<file path="src/rtl/chanset_pkg.sv">
package chanset_pkg;

    localparam int ADDR_W  = 3;
    localparam int VAL_W   = 8;
    localparam int FRAME_W = 16;
    localparam int CNT_W   = 4;

    typedef enum logic [2:0] {
        ST_IDLE,
        ST_SETUP,
        ST_LOW,
        ST_HIGH,
        ST_TAIL,
        ST_GAP
    } tx_state_e;

    typedef struct packed {
        logic [ADDR_W-1:0] addr;
        logic [VAL_W-1:0]  value;
        logic              wide;
    } tx_req_t;

    // Left-aligned frame: bit FRAME_W-1 goes out first.
    function automatic logic [FRAME_W-1:0] pack_frame(input tx_req_t req);
        if (req.wide)
            return {5'b0, req.addr, req.value};
        else
            return {req.addr, req.value, 5'b0};
    endfunction

    // Index of the final bit (bit count minus one).
    function automatic logic [CNT_W-1:0] last_index(input logic wide);
        return wide ? CNT_W'(FRAME_W - 1) : CNT_W'(ADDR_W + VAL_W - 1);
    endfunction

endpackage

</file>
<file path="src/rtl/chanset_timer.sv">
module chanset_timer #(
    parameter int W = 4
) (
    input  logic         clk,
    input  logic         rst,
    input  logic         load_i,
    input  logic [W-1:0] load_val_i,
    output logic         expire_o
);
    logic [W-1:0] cnt_q;

    always_ff @(posedge clk) begin
        if (rst)
            cnt_q <= '0;
        else if (load_i)
            cnt_q <= load_val_i;
        else if (cnt_q != '0)
            cnt_q <= cnt_q - 1'b1;
    end

    assign expire_o = (cnt_q == '0);
endmodule

</file>
<file path="src/rtl/chanset_shifter.sv">
module chanset_shifter
    import chanset_pkg::*;
(
    input  logic    clk,
    input  logic    rst,
    input  logic    load_i,
    input  tx_req_t req_i,
    input  logic    shift_i,
    output logic    sdo_o,
    output logic    last_o
);
    logic [FRAME_W-1:0] sh_q;
    logic [CNT_W-1:0]   left_q;

    always_ff @(posedge clk) begin
        if (rst) begin
            sh_q   <= '0;
            left_q <= '0;
        end else if (load_i) begin
            sh_q   <= pack_frame(req_i);
            left_q <= last_index(req_i.wide);
        end else if (shift_i) begin
            sh_q   <= {sh_q[FRAME_W-2:0], 1'b0};
            left_q <= left_q - 1'b1;
        end
    end

    assign sdo_o  = sh_q[FRAME_W-1];
    assign last_o = (left_q == '0);

    // the sequencer never shifts beyond the frame length.
    a_r4_no_overshift: assert property (@(posedge clk) disable iff (rst)
        shift_i |-> (left_q != '0));
endmodule

</file>
<file path="src/rtl/chanset_seq.sv">
module chanset_seq
    import chanset_pkg::*;
#(
    parameter int HALF   = 1,
    parameter int RECOV  = 1,
    parameter int TW     = 2
) (
    input  logic          clk,
    input  logic          rst,
    input  logic          start_i,
    input  logic          expire_i,
    input  logic          last_i,
    output logic          tload_o,
    output logic [TW-1:0] tval_o,
    output logic          capture_o,
    output logic          shift_o,
    output logic          sclk_o,
    output logic          sel_n_o,
    output logic          busy_o,
    output logic          done_o
);
    localparam logic [TW-1:0] HALF_LD  = TW'(HALF - 1);
    localparam logic [TW-1:0] RECOV_LD = TW'(RECOV - 1);

    tx_state_e state_q, state_d;
    logic      done_d;
    logic      sclk_q, sel_n_q, busy_q, done_q;

    always_comb begin
        state_d   = state_q;
        tload_o   = 1'b0;
        tval_o    = HALF_LD;
        capture_o = 1'b0;
        shift_o   = 1'b0;
        done_d    = 1'b0;
        unique case (state_q)
            ST_IDLE: if (start_i) begin
                state_d   = ST_SETUP;
                tload_o   = 1'b1;
                capture_o = 1'b1;
            end
            ST_SETUP: if (expire_i) begin
                state_d = ST_LOW;
                tload_o = 1'b1;
            end
            ST_LOW: if (expire_i) begin
                state_d = ST_HIGH;
                tload_o = 1'b1;
            end
            ST_HIGH: if (expire_i) begin
                tload_o = 1'b1;
                if (last_i) begin
                    state_d = ST_TAIL;
                end else begin
                    state_d = ST_LOW;
                    shift_o = 1'b1;
                end
            end
            ST_TAIL: if (expire_i) begin
                state_d = ST_GAP;
                tload_o = 1'b1;
                tval_o  = RECOV_LD;
            end
            ST_GAP: if (expire_i) begin
                state_d = ST_IDLE;
                done_d  = 1'b1;
            end
            default: state_d = ST_IDLE;
        endcase
    end

    always_ff @(posedge clk) begin
        if (rst) begin
            state_q <= ST_IDLE;
            sclk_q  <= 1'b1;
            sel_n_q <= 1'b1;
            busy_q  <= 1'b0;
            done_q  <= 1'b0;
        end else begin
            state_q <= state_d;
            sclk_q  <= (state_d != ST_LOW);
            sel_n_q <= (state_d == ST_IDLE) || (state_d == ST_GAP);
            busy_q  <= (state_d != ST_IDLE);
            done_q  <= done_d;
        end
    end

    assign sclk_o  = sclk_q;
    assign sel_n_o = sel_n_q;
    assign busy_o  = busy_q;
    assign done_o  = done_q;

    // a capture happens only from the idle, not-busy condition.
    a_r2_capture_idle: assert property (@(posedge clk) disable iff (rst)
        capture_o |-> !busy_q);
endmodule

</file>
<file path="src/rtl/chanset_tx.sv">
module chanset_tx
    import chanset_pkg::*;
#(
    parameter int HALF_CYC    = 4,
    parameter int RECOVER_CYC = 4
) (
    input  logic              clk,
    input  logic              rst,
    input  logic              start_i,
    input  logic [ADDR_W-1:0] addr_i,
    input  logic [VAL_W-1:0]  value_i,
    input  logic              wide_i,
    input  logic              preset_n_i,
    input  logic              pwrdn_n_i,
    output logic              busy_o,
    output logic              done_o,
    output logic              sclk_o,
    output logic              sdo_o,
    output logic              sel_n_o,
    output logic              preset_n_o,
    output logic              pwrdn_n_o
);
    localparam int HALF_EFF  = (HALF_CYC < 1) ? 1 : HALF_CYC;
    localparam int RECOV_EFF = (RECOVER_CYC < 1) ? 1 : RECOVER_CYC;
    localparam int SPAN      = (HALF_EFF > RECOV_EFF) ? HALF_EFF : RECOV_EFF;
    localparam int TW        = (SPAN < 2) ? 1 : $clog2(SPAN);

    tx_req_t       req;
    logic          tload, capture, shift, expire, last;
    logic [TW-1:0] tval;

    assign req = '{addr: addr_i, value: value_i, wide: wide_i};

    chanset_seq #(
        .HALF  (HALF_EFF),
        .RECOV (RECOV_EFF),
        .TW    (TW)
    ) u_seq (
        .clk       (clk),
        .rst       (rst),
        .start_i   (start_i),
        .expire_i  (expire),
        .last_i    (last),
        .tload_o   (tload),
        .tval_o    (tval),
        .capture_o (capture),
        .shift_o   (shift),
        .sclk_o    (sclk_o),
        .sel_n_o   (sel_n_o),
        .busy_o    (busy_o),
        .done_o    (done_o)
    );

    chanset_timer #(.W(TW)) u_timer (
        .clk        (clk),
        .rst        (rst),
        .load_i     (tload),
        .load_val_i (tval),
        .expire_o   (expire)
    );

    chanset_shifter u_shift (
        .clk     (clk),
        .rst     (rst),
        .load_i  (capture),
        .req_i   (req),
        .shift_i (shift),
        .sdo_o   (sdo_o),
        .last_o  (last)
    );

    assign preset_n_o = preset_n_i;
    assign pwrdn_n_o  = pwrdn_n_i;

    // select only changes while the serial clock is held high.
    a_r6_sel_edge_clk_high: assert property (@(posedge clk) disable iff (rst)
        ($rose(sel_n_o) || $fell(sel_n_o)) |-> (sclk_o && $past(sclk_o)));

    // data is steady across a high clock level inside a frame.
    a_r7_data_steady: assert property (@(posedge clk) disable iff (rst)
        (!sel_n_o && !$past(sel_n_o) && sclk_o && $past(sclk_o)) |-> $stable(sdo_o));

    // done is a single-cycle pulse as busy falls.
    a_r9_done_pulse: assert property (@(posedge clk) disable iff (rst)
        done_o |-> (!busy_o && $past(busy_o)));

    a_r9_done_single: assert property (@(posedge clk) disable iff (rst)
        done_o |=> !done_o);

    // no new frame opens while a transfer is already running.
    a_r2_no_restart: assert property (@(posedge clk) disable iff (rst)
        $fell(sel_n_o) |-> !$past(busy_o));
endmodule

</file>
<file path="config.mk">
export PLATFORM = sky130hd
export DESIGN_NAME = chanset_tx
export DESIGN_NICKNAME = d
export VERILOG_FILES = /design/src/rtl/chanset_pkg.sv /design/src/rtl/chanset_timer.sv /design/src/rtl/chanset_shifter.sv /design/src/rtl/chanset_seq.sv /design/src/rtl/chanset_tx.sv
export SDC_FILE = /design/constraint.sdc
export NUM_CORES = 1
export LEC_CHECK = 0
export BUFFER_PORTS_ARGS = -buffer_cell sky130_fd_sc_hd__buf_2
export CAP_MARGIN = 10
export CORE_UTILIZATION = 25
export CTS_BUF_LIST = sky130_fd_sc_hd__clkbuf_8 sky130_fd_sc_hd__clkbuf_16
export DETAILED_ROUTE_END_ITERATION = 16
export GPL_ROUTABILITY_DRIVEN = 0
export GPL_TIMING_DRIVEN = 0
export HOLD_SLACK_MARGIN = 0.15
export PLACE_DENSITY = 0.4
export REMOVE_ABC_BUFFERS = 1
export SYNTH_ARGS = -nofsm -noshare
export SYNTH_HDL_FRONTEND = slang
export SYNTH_SLANG_ARGS = --single-unit
</file>
<file path="constraint.sdc">
create_clock -name clk -period 3.2 [get_ports clk]
set_input_delay 0.48 -clock clk [delete_from_list [all_inputs] [get_ports clk]]
set_output_delay 0.48 -clock clk [all_outputs]
set_load 0.005 [all_outputs]
</file>
==> impl_metrics.csv, run 1 <==
group,metric,value,unit
worst_setup_path,crit_chain,"inv_1 > ha_1 > nand4b_1 > or2_1 > a2111oi_1",
floorplanning,io_pins,24,
placed_design,portBuffers,19,
clocking,cts_root_buf,"clkbuf_8",
logic_synthesis,yosysWarnings,0,
layout,final_nets,207,
detailed_routing,num_vias,1368,
floorplanning,die_x,80.8,um
sta,rsz0062_at_grt,"no",
global_routing,grt_remaining_overflow,0,
hold_path,hold_path.startpoint,"value_i[0]",
logic_synthesis,syn_inst,179,
worst_setup_path,r2r-start,"u_timer.cnt_q[0]$_SDFFE_PP0P_",
sta,drv_slew,0,
clocking,clk_pin_slew,60,ps
sta,clock.fmax,0.368,GHz
sta,fin_crit_sh,84.9,%
logic_synthesis,synth_top_area_share,37.4,%
worst_setup_path,max_stage_delay,730,ps
worst_setup_path,r2r_end,"u_shift.sh_q[12]$_SDFFE_PP0P_",
logic_synthesis,ys.flop_type,"dfxtp_1",
logic_synthesis,synthAdderAreaFrac,1.61,%
detailed_routing,drc,0,
detailed_routing,ant_nets,0,
hold_path,hp-class,"in -> reg",
sta,period_minus_slack,2720,ps
sta,max_slew.worst_pin.slew,996,ps
layout,stdcell_count,263,
worst_setup_path,arrival,2860,ps
clocking,cts.sinks,29,
floorplanning,die_area,0.00654,mm^2
placed_design,pre_cts_slack,80.9,ps
clocking,clock_latency,270,ps
power,power.density,583,mW/mm^2
logic_synthesis,synth_compound_area_share,29.4,%
run_status,status,"completed",
logic_synthesis,synthArstFlopShare,0,%
clocking,h-tree-depth,2,
floorplanning,core-area,0.00596,mm^2
clocking,hold_buffers,0,
hold_path,min_to,"u_shift.sh_q[0]$_SDFFE_PP0P_",
logic_synthesis,avgSynthCellArea,8.68,um^2
layout,area_growth_syn_to_layout,13.4,%
detailed_routing,drtPass1Iterations,4,
sta,setup_violations,0,
global_routing,grt_pass1_wl,6350,um
clocking,cts_tree,"yes",
worst_setup_path,rr_worst_depth,5,
worst_setup_path,worstPathRequired,3350,ps
logic_synthesis,synth_area_leaders,"dfxtp_1 37%, a2111oi_2 7.7%, nor3_1 5.8%",
detailed_routing,drt-vias-per-instance,5.20,
layout,antenna_cells,0,
sta,clock_skew,2.28,ps
logic_synthesis,synth-seq-cells,29,
logic_synthesis,synth_xor_area_share,0,%
sta,worst_slack,484,ps
floorplanning,initial_utilization,26.1,%
logic_synthesis,synth_mux_area_share,0,%
worst_setup_path,end_kind,"flip-flop",
worst_setup_path,r2r_slack,480,ps
logic_synthesis,synth_top_family_by_area,"compound AO/OA/AOI/OAI gates",
power,peakVddDrop,0.000182,V
global_routing,grt.total_usage,12.8,%
logic_synthesis,synth_edf_count,0,
logic_synthesis,synthSimpleGateAreaFrac,23.3,%
worst_setup_path,path_delay_family,"simple AND/OR/NAND/NOR gates",
clocking,post-cts-setup-buffers,0,
power,p_leak,0.000645,uW
placed_design,place_inst,255,
clocking,numCtsBuffers,5,
clocking,clk_path_buf_depth,2,
floorplanning,die_h,80.8,um
placed_design,hpwl,2460,um
worst_setup_path,critPathKind,"reg -> reg",
global_routing,grt_max_degree,27,
logic_synthesis,synth.yosys.seq_area_share,37.4,%
detailed_routing,drt_iter0_markers,67,
sta,final-hold-violation-count,0,
detailed_routing,finalWirelength,3870,um
detailed_routing,wire_per_inst,14.7,um
worst_setup_path,crit_fanout,17,
logic_synthesis,synth_area,0.00155,mm^2
logic_synthesis,synth.largest_area_cell,"dfxtp_1",
floorplanning,row_count,28,
logic_synthesis,synth_cell_types,39,
layout,final_layout_size_suffix_gt1_share,19.7,%
global_routing,grt_pass1_vias,1354,
job,maxCapViolations,0,
worst_setup_path,critPathSlowestCell,"or2_1",
worst_setup_path,start_kind,"flip-flop",
global_routing,antenna_found_initial,0,
sta,relSlewSlack,33.3,%
hold_path,hold_depth,3,
worst_setup_path,cp_num_buf_inv,1,
clocking,cts_resized,0,
## registers in the layout, indices dropped and copies added, names as in the netlist
signal          count
u_seq.done_o        1
u_seq.sclk_o        1
u_timer.cnt_q       2
u_seq.sel_n_o       1
u_shift.sh_q       16
u_shift.left_q      4
u_seq.busy_o        1
u_seq.state_q       3
## cells in the final DEF, fill, tap and decap left out, types with 2 or more instances in the layout
cell type / netlist / routed
a2111oi_1: 8 / 8
a2111oi_2: 8 / 8
a211oi_1: 7 / 7
a21o_1: 3 / 3
a21oi_1: 14 / 14
a31oi_1: 2 / 2
and2_1: 5 / 5
buf_2: 5 / 19
clkbuf_8: 0 / 6
dfxtp_1: 29 / 29
ha_1: 2 / 2
inv_1: 9 / 10
nand2b_1: 4 / 4
nand4b_1: 1 / 2
nor2_1: 18 / 18
nor2b_1: 2 / 2
nor3_1: 18 / 18
nor3b_1: 3 / 2
nor4_1: 2 / 2
o21ai_0: 3 / 3
o21ai_1: 3 / 3
o21bai_1: 2 / 2
or3_1: 2 / 2
or4_1: 2 / 2
## metrics by stage
step	TNS, ps	area [um^2]	utilization (%)	power (uW)	hold WS [ps]
2_1_floorplan	0	1460	-	640	476
3_3_place_gp	-8330	1650	27.6	710	497
3_5_place_dp	0	1670	28.0	732	496
4_1_cts	0	1750	29.4	1030	494
5_1_grt	0	1760	29.6	1100	501
6_report	0	1760	29.6	1030	498
## power by group
group | switching (uW) | leakage [uW] | internal [uW]
clock network | 131 | 0.0000485 | 167
logic | 155 | 0.000357 | 118
registers | 43.9 | 0.000240 | 412
total | 330 | 0.000645 | 697
## layer usage
layer	part of all wire (%)	GRT usage (%)	wire length [um]	vias to the layer above
met5	0	0	0	-
met4	1.3	5.36	49	0
met3	3.6	3.15	141	5
met2	46	22.1	1800	31
met1	49	15.0	1880	649
li1	-	-	-	683
## synthesized netlist by cell type (all sizes together), types with 3 or more instances
library cell,instances
and2,5
a21o,3
a211oi,7
nor3b,3
nor2,18
inv,9
dfxtp,29
nand2b,4
a21oi,14
nor3,18
buf,9
clkbuf,10
o21ai,6
a2111oi,16
## worst reg2reg max path: stages, from the launching register on
cell	delay [ps]
dfxtp_1	330
inv_1	60
ha_1	450
nand4b_1	540
or2_1	730
a2111oi_1	490
## worst max path at each step
stage / depth (start not counted) / to / slack (ps) / start
floorplan: 5 / u_shift.sh_q[12]$_SDFFE_PP0P_ / 540 / u_shift.left_q[0]$_SDFFE_PP0P_
global placement: 5 / u_shift.sh_q[13]$_SDFFE_PP0P_ / -510 / u_shift.left_q[0]$_SDFFE_PP0P_
detailed placement: 5 / u_shift.sh_q[12]$_SDFFE_PP0P_ / 80 / u_timer.cnt_q[0]$_SDFFE_PP0P_
CTS: 5 / u_shift.sh_q[12]$_SDFFE_PP0P_ / 80 / u_timer.cnt_q[0]$_SDFFE_PP0P_
global route: 5 / u_shift.sh_q[1]$_SDFFE_PP0P_ / 240 / u_timer.cnt_q[0]$_SDFFE_PP0P_
finish: 5 / u_shift.sh_q[12]$_SDFFE_PP0P_ / 480 / u_timer.cnt_q[0]$_SDFFE_PP0P_
## cell families (layout without fill, tap and decap cells)
| logic type | Yosys count | count (layout) |
|---|---|---|
| and+or+nand+nor | 64 | 65 |
| AOI/OAI and AO/OA | 56 | 56 |
| DFF | 29 | 29 |
| buffers and inverters | 28 | 36 |
| adders and majority gates | 2 | 2 |
## final cells by class
class	instances	area, um^2
Fill cell	664	4190
Sequential cell	29	581
Tap cell	75	93.8
Timing Repair Buffer	20	110
Multi-Input combinational cell	123	857
Clock inverter	1	3.75
Clock buffer	6	82.6
Inverter	9	33.8
Note: power is estimated with default switching activity, not from simulation.
==> run 2, diff against run 1 <==
Settings changed: ABC_AREA from default to 1, PLACE_DENSITY 0.4 to 0.39.
Clock period 3.2 ns to 2.7 ns, I/O delays scaled along.
==> run 2 against run 1 <==
Sequential power is 15% higher; count of clock-buffer cells in the layout is 1 higher; cell count is 26% higher; final area is 3.7% higher; first-iteration DRC count is 28% lower; synthesized cell count is 34% higher; critical endpoint is now u_shift.sh_q[7]$_SDFFE_PP0P_; hold slack worse by 110 ps; register-to-register slack better by 590 ps; die area is 4.6% higher.
==> impl_metrics.csv, run 2 <==
group,metric,value,unit
global_routing,grt.total_usage,12.2,%
layout,final_nets,273,
layout,largest_reg_flops,16,
layout,nFillCells,752,
layout,antenna_cells,0,
clocking,cts_root_buf,"clkbuf_8",
logic_synthesis,synth-seq-cells,29,
sta,max_slew.worst_pin.slew,501,ps
sta,rsz0062_at_grt,"no",
logic_synthesis,synth_edf_count,0,
sta,setup_violations,0,
clocking,clk_pin_slew,70,ps
worst_setup_path,critPathKind,"reg -> reg",
sta,clock.fmax,0.614,GHz
layout,layout_common_cells,"92 x nand2_1, 29 x dfxtp_1, 19 x buf_2",
logic_synthesis,syn_inst,239,
worst_setup_path,arrival,1780,ps
logic_synthesis,ys.flop_type,"dfxtp_1",
sta,fin_crit_sh,60.4,%
logic_synthesis,synth.yosys.seq_area_share,35.7,%
clocking,hold_buffers,0,
sta,period_minus_slack,1630,ps
clocking,cts.sinks,29,
floorplanning,core-area,0.00631,mm^2
logic_synthesis,yosysWarnings,0,
detailed_routing,finalWirelength,3720,um
clocking,post-cts-setup-buffers,0,
clocking,clk_path_buf_depth,2,
logic_synthesis,avgSynthCellArea,6.81,um^2
hold_path,hold_path.startpoint,"value_i[0]",
floorplanning,row_count,29,
global_routing,grt_pass1_wl,6260,um
clocking,clock_latency,280,ps
logic_synthesis,synth_top_area_share,35.7,%
worst_setup_path,end_kind,"flip-flop",
hold_path,hp-class,"in -> reg",
logic_synthesis,synth.most_common_cell,"nand2_1",
job,maxCapViolations,0,
global_routing,grt_max_degree,30,
global_routing,antenna_found_initial,0,
floorplanning,io_pins,24,
floorplanning,initial_utilization,25.8,%
global_routing,grt_pass1_vias,1351,
worst_setup_path,crit_fanout,19,
detailed_routing,drtPass1Iterations,4,
logic_synthesis,synth.largest_area_cell,"dfxtp_1",
logic_synthesis,synthArstFlopShare,0,%
layout,final_layout_size_suffix_gt1_share,20.8,%
clocking,cts_tree,"yes",
floorplanning,die_x,82.7,um
sta,relSlewSlack,66.6,%
detailed_routing,drt-vias-per-instance,4.33,
sta,worst_slack,1070,ps
placed_design,hpwl,2580,um
logic_synthesis,ys_top_cells_by_count,"92 x nand2_1, 29 x dfxtp_1, 18 x inv_1, 17 x nor2_1, 14 x o21ai_0",
sta,drv_slew,0,
floorplanning,die_h,82.7,um
clocking,h-tree-depth,2,
worst_setup_path,worstSetupStartpoint,"u_timer.cnt_q[0]$_SDFFE_PP0P_",
sta,setup_tns,0,ps
power,p_leak,0.000834,uW
power,peakVddDrop,0.000191,V
placed_design,pre_cts_slack,1070,ps
worst_setup_path,start_kind,"flip-flop",
run_status,status,"completed",
logic_synthesis,synth_area,0.00163,mm^2
detailed_routing,drc,0,
detailed_routing,drt_iter0_markers,48,
global_routing,grt_remaining_overflow,0,
sta,hold_ws,389,ps
worst_setup_path,worstPathRequired,2850,ps
power,power.density,723,mW/mm^2
sta,clock_skew,6.11,ps
detailed_routing,num_vias,1436,
sta,final-hold-violation-count,0,
clocking,cts_resized,0,
detailed_routing,wire_per_inst,11.2,um
logic_synthesis,synth_area_leaders,"dfxtp_1 36%, nand2_1 21%, a21oi_2 4.8%",
layout,regMostFlops,"u_shift.sh_q",
worst_setup_path,r2r-start,"u_timer.cnt_q[0]$_SDFFE_PP0P_",
layout,reg_top3,"u_shift.sh_q x16, u_shift.left_q x4, u_seq.state_q x3",
layout,final_common_cell,"nand2_1",
logic_synthesis,synth_cell_types,29,
layout,area_growth_syn_to_layout,12.2,%
detailed_routing,ant_nets,0,
clocking,numCtsBuffers,5,
floorplanning,die_area,0.00684,mm^2
placed_design,portBuffers,19,
run 2: cell count changes in the layout (fill, tap and decap cells not counted), moves of 4 or more:
cell	before	now
a2111oi_1	8	0
a2111oi_2	8	0
nor3_1	18	2
nand2_1	1	92
a21oi_2	0	9
o21ai_0	3	14
inv_1	10	18
nand2b_1	4	0
and2_1	5	0
a211oi_1	7	0
nand2_2	0	6
nand3_1	1	10
run 2: layout make-up:
| cell class | instances | area (um^2) | area share (%) |
|---|---|---|---|
| multi-input cells | 177 | 866 | 47.4 |
| repair buffers | 19 | 95.1 | 5.21 |
| clock inverters | 1 | 5.00 | 0.274 |
| flip-flops and latches | 29 | 581 | 31.8 |
| well taps | 77 | 96.3 | 5.27 |
| inverters | 22 | 87.6 | 4.79 |
| clock buffers | 7 | 96.3 | 5.27 |
run 2: power by group:
part	total [uW]	switching (uW)	internal (uW)
Clock	402	172	230
Sequential	525	37.1	488
Combinational	393	255	138
run 2: routing by layer:
metal  GRT usage [%]  part of all wire, %  routed length, um
met1            16.8                   51               1900
met2            18.4                   43               1580
met3            2.97                  5.3                198
met4            4.14                 0.91                 34
met5               0                    0                  0
run 2: final timing paths:
path              cells past startpoint  slack, ps                            to
setup / recovery                      9       1070  u_shift.sh_q[7]$_SDFFE_PP0P_
hold / removal                        3        390  u_shift.sh_q[0]$_SDFFE_PP0P_
setup reg to reg                      9       1070  u_shift.sh_q[7]$_SDFFE_PP0P_
hold reg to reg                       2        460  u_shift.sh_q[0]$_SDFFE_PP0P_
run 2: through the flow:
step,cell area [um^2],std cells,utilization (%),power (uW)
2_1_floorplan,1530,228,-,829
3_3_place_gp,1730,324,27.3,937
3_5_place_dp,1730,324,27.3,933
4_1_cts,1830,332,28.9,1350
5_1_grt,1830,332,28.9,1440
6_report,1830,332,28.9,1320
run 2: critical path, cell delays in order, from the launching register on:
cell	delay [ps]
dfxtp_1	320
inv_1	50
ha_1	280
nand2_2	130
nor2_4	170
nand2_4	110
nand2_8	160
inv_4	120
nand2_1	100
a21oi_2	50
run 2: logic make-up (layout without fill, tap and decap cells):
group	count (synthesis)	count (layout)	share of synthesized area, %
AOI/OAI and AO/OA	39	39	14.9
and+or+nand+nor	134	134	35.7
adders and majority gates	2	2	1.54
xor gates and xnor gates	2	2	1.08
DFF	29	29	35.7
buffers and inverters	33	49	11.1
==> run 3, diff against run 2 <==
Clock period 2.7 ns to 1.7 ns, I/O delays scaled along.
==> run 3 against run 2 <==
Clock power up 59%; critical path depth unchanged; hold slack got worse by 150 ps; sequential share of layout area is 0.087 points lower; register-to-register slack worse by 920 ps; maximum frequency increased by 5.0%; via count is 0.35% higher; total power rose by 59%; worst setup slack got worse by 920 ps; first-iteration DRC count rose by 6.3%; final area rose by 0.27%; count of clock-buffer cells in the layout unchanged; largest power group unchanged.
==> impl_metrics.csv, run 3 (synthesis results as in run 2) <==
group,metric,value,unit
worst_setup_path,r2r-start,"u_timer.cnt_q[0]$_SDFFE_PP0P_",
layout,multi_input_area,868,um^2
job,maxCapViolations,0,
sta,period_minus_slack,1550,ps
worst_setup_path,start_kind,"flip-flop",
clocking,h-tree-depth,2,
layout,post-route-util,29.0,%
power,clkPwrFrac,30.3,%
placed_design,hpwl,2580,um
layout,layout_common_cells,"92 x nand2_1, 29 x dfxtp_1, 19 x buf_2",
worst_setup_path,rr_worst_depth,9,
layout,regMostFlops,"u_shift.sh_q",
global_routing,grt_max_degree,30,
power,power.density,1150,mW/mm^2
detailed_routing,ant_nets,0,
sta,clock.fmax,0.644,GHz
detailed_routing,drc,0,
clocking,clock_latency,280,ps
worst_setup_path,worstPathRequired,1850,ps
clocking,clk_pin_slew,70,ps
detailed_routing,wl_met1,1900,um
hold_path,hp-class,"in -> reg",
detailed_routing,finalWirelength,3720,um
floorplanning,die_x,82.7,um
detailed_routing,routed-wl-met3,198,um
floorplanning,die_area,0.00684,mm^2
clocking,clk_path_buf_depth,2,
detailed_routing,drtPass1Iterations,4,
power,intPower,1360,uW
layout,final_common_cell,"nand2_1",
worst_setup_path,critPathKind,"reg -> reg",
floorplanning,row_count,29,
worst_setup_path,worstSetupStartpoint,"u_timer.cnt_q[0]$_SDFFE_PP0P_",
placed_design,portBuffers,19,
power,p_seq_share,39.7,%
placed_design,place_inst,324,
worst_setup_path,r2r_end,"u_shift.sh_q[7]$_SDFFE_PP0P_",
sta,setup_violations,0,
detailed_routing,highest_layer,"met4",
floorplanning,die_h,82.7,um
global_routing,grt_remaining_overflow,0,
global_routing,antenna_found_initial,0,
sta,clock_skew,6.54,ps
sta,hold_ws,239,ps
global_routing,grt_pass1_vias,1351,
clocking,hold_buffers,0,
layout,final_nets,273,
layout,antenna_cells,0,
sta,rsz0062_at_grt,"no",
clocking,cts.sinks,29,
power,power.switching,740,uW
sta,final-hold-violation-count,0,
sta,fin_crit_sh,91.3,%
detailed_routing,drt_iter0_markers,51,
power,peakVddDrop,0.000304,V
floorplanning,initial_utilization,25.8,%
worst_setup_path,crit_path_end,"u_shift.sh_q[7]$_SDFFE_PP0P_",
detailed_routing,num_vias,1441,
power,swShare,35.2,%
layout,regArea,581,um^2
global_routing,grt_pass1_wl,6260,um
layout,stdcell_count,332,
run_status,status,"completed",
detailed_routing,dr_wl_met2,1590,um
layout,area_growth_syn_to_layout,12.5,%
worst_setup_path,end_kind,"flip-flop",
sta,drv_slew,0,
power,combPwrFrac,30.0,%
floorplanning,io_pins,24,
detailed_routing,drt-vias-per-instance,4.34,
floorplanning,core-area,0.00631,mm^2
layout,nFillCells,751,
layout,reg_top3,"u_shift.sh_q x16, u_shift.left_q x4, u_seq.state_q x3",
worst_setup_path,r2r_slack,150,ps
power,p_leak,0.000833,uW
clocking,cts_root_buf,"clkbuf_8",
clocking,numCtsBuffers,5,
global_routing,grt.total_usage,12.2,%
worst_setup_path,arrival,1700,ps
detailed_routing,wire_per_inst,11.2,um
layout,final_layout_size_suffix_gt1_share,21.2,%
sta,relSlewSlack,66.6,%
sta,setup_tns,0,ps
sta,max_slew.worst_pin.slew,500,ps
clocking,cts_tree,"yes",
worst_setup_path,crit_fanout,19,
layout,largest_reg_flops,16,
## run 3: cell counts in the layout (fill, tap and decap cells not counted)
No cell type changed its count.
## run 3: cell type report
type	instances	area share [%]
clock buffers	7	5.26
clock inverters	1	0.273
inverters	22	4.92
multi-input cells	177	47.4
flip-flops and latches	29	31.7
well taps	77	5.26
repair buffers	19	5.19
## run 3: through the flow
stage | total power (uW) | cell area [um^2] | setup WS [ps]
2_1_floorplan | 1320 | 1530 | 330
3_3_place_gp | 1490 | 1730 | 76.9
3_5_place_dp | 1480 | 1730 | 67.5
4_1_cts | 2150 | 1830 | 44.2
5_1_grt | 2290 | 1830 | 11.8
6_report | 2100 | 1830 | 148
## run 3: how the worst min path moves through the flow
stage / from / end / slack, ps / cells after the start
after detailed placement: u_shift.sh_q[0]$_SDFFE_PP0P_ / u_shift.sh_q[0]$_SDFFE_PP0P_ / 450 / 2
after CTS: value_i[0] / u_shift.sh_q[0]$_SDFFE_PP0P_ / 230 / 3
final: value_i[0] / u_shift.sh_q[0]$_SDFFE_PP0P_ / 240 / 3
after global placement: u_shift.sh_q[0]$_SDFFE_PP0P_ / u_shift.sh_q[0]$_SDFFE_PP0P_ / 460 / 2
after floorplan: rst / u_shift.left_q[1]$_SDFFE_PP0P_ / 320 / 1
after global routing: value_i[1] / u_shift.sh_q[1]$_SDFFE_PP0P_ / 240 / 3
## run 3: repair_timing
item,4_1_cts,5_1_grt
endpoints found under the setup margin,0,14
endpoints found under the hold margin,0,0
gates resized for setup,0,2
buffers inserted,0,0
## run 3: power groups by stage
stage	Clock [uW]	Combinational, uW	Sequential [uW]
after floorplan	0	478	839
after global placement	0	639	850
after detailed placement	0	634	848
after CTS	677	636	834
after global routing	708	734	846
final	638	631	834
## run 3: per-layer routing
| metal | GRT usage (%) | vias to the layer above |
|---|---|---|
| met5 | 0 | - |
| met4 | 4.14 | 0 |
| met3 | 2.97 | 5 |
| met2 | 18.4 | 29 |
| met1 | 16.8 | 630 |
| li1 | - | 777 |
## run 3: worst max-delay path, cell delays in order (launching register included)
cell     delay [ps]
dfxtp_1         320
inv_1            60
ha_2            240
nand2_2         110
nor2_4          160
nand2_4         110
nand2_8         160
inv_6            90
nand2_1          90
a21oi_2          50
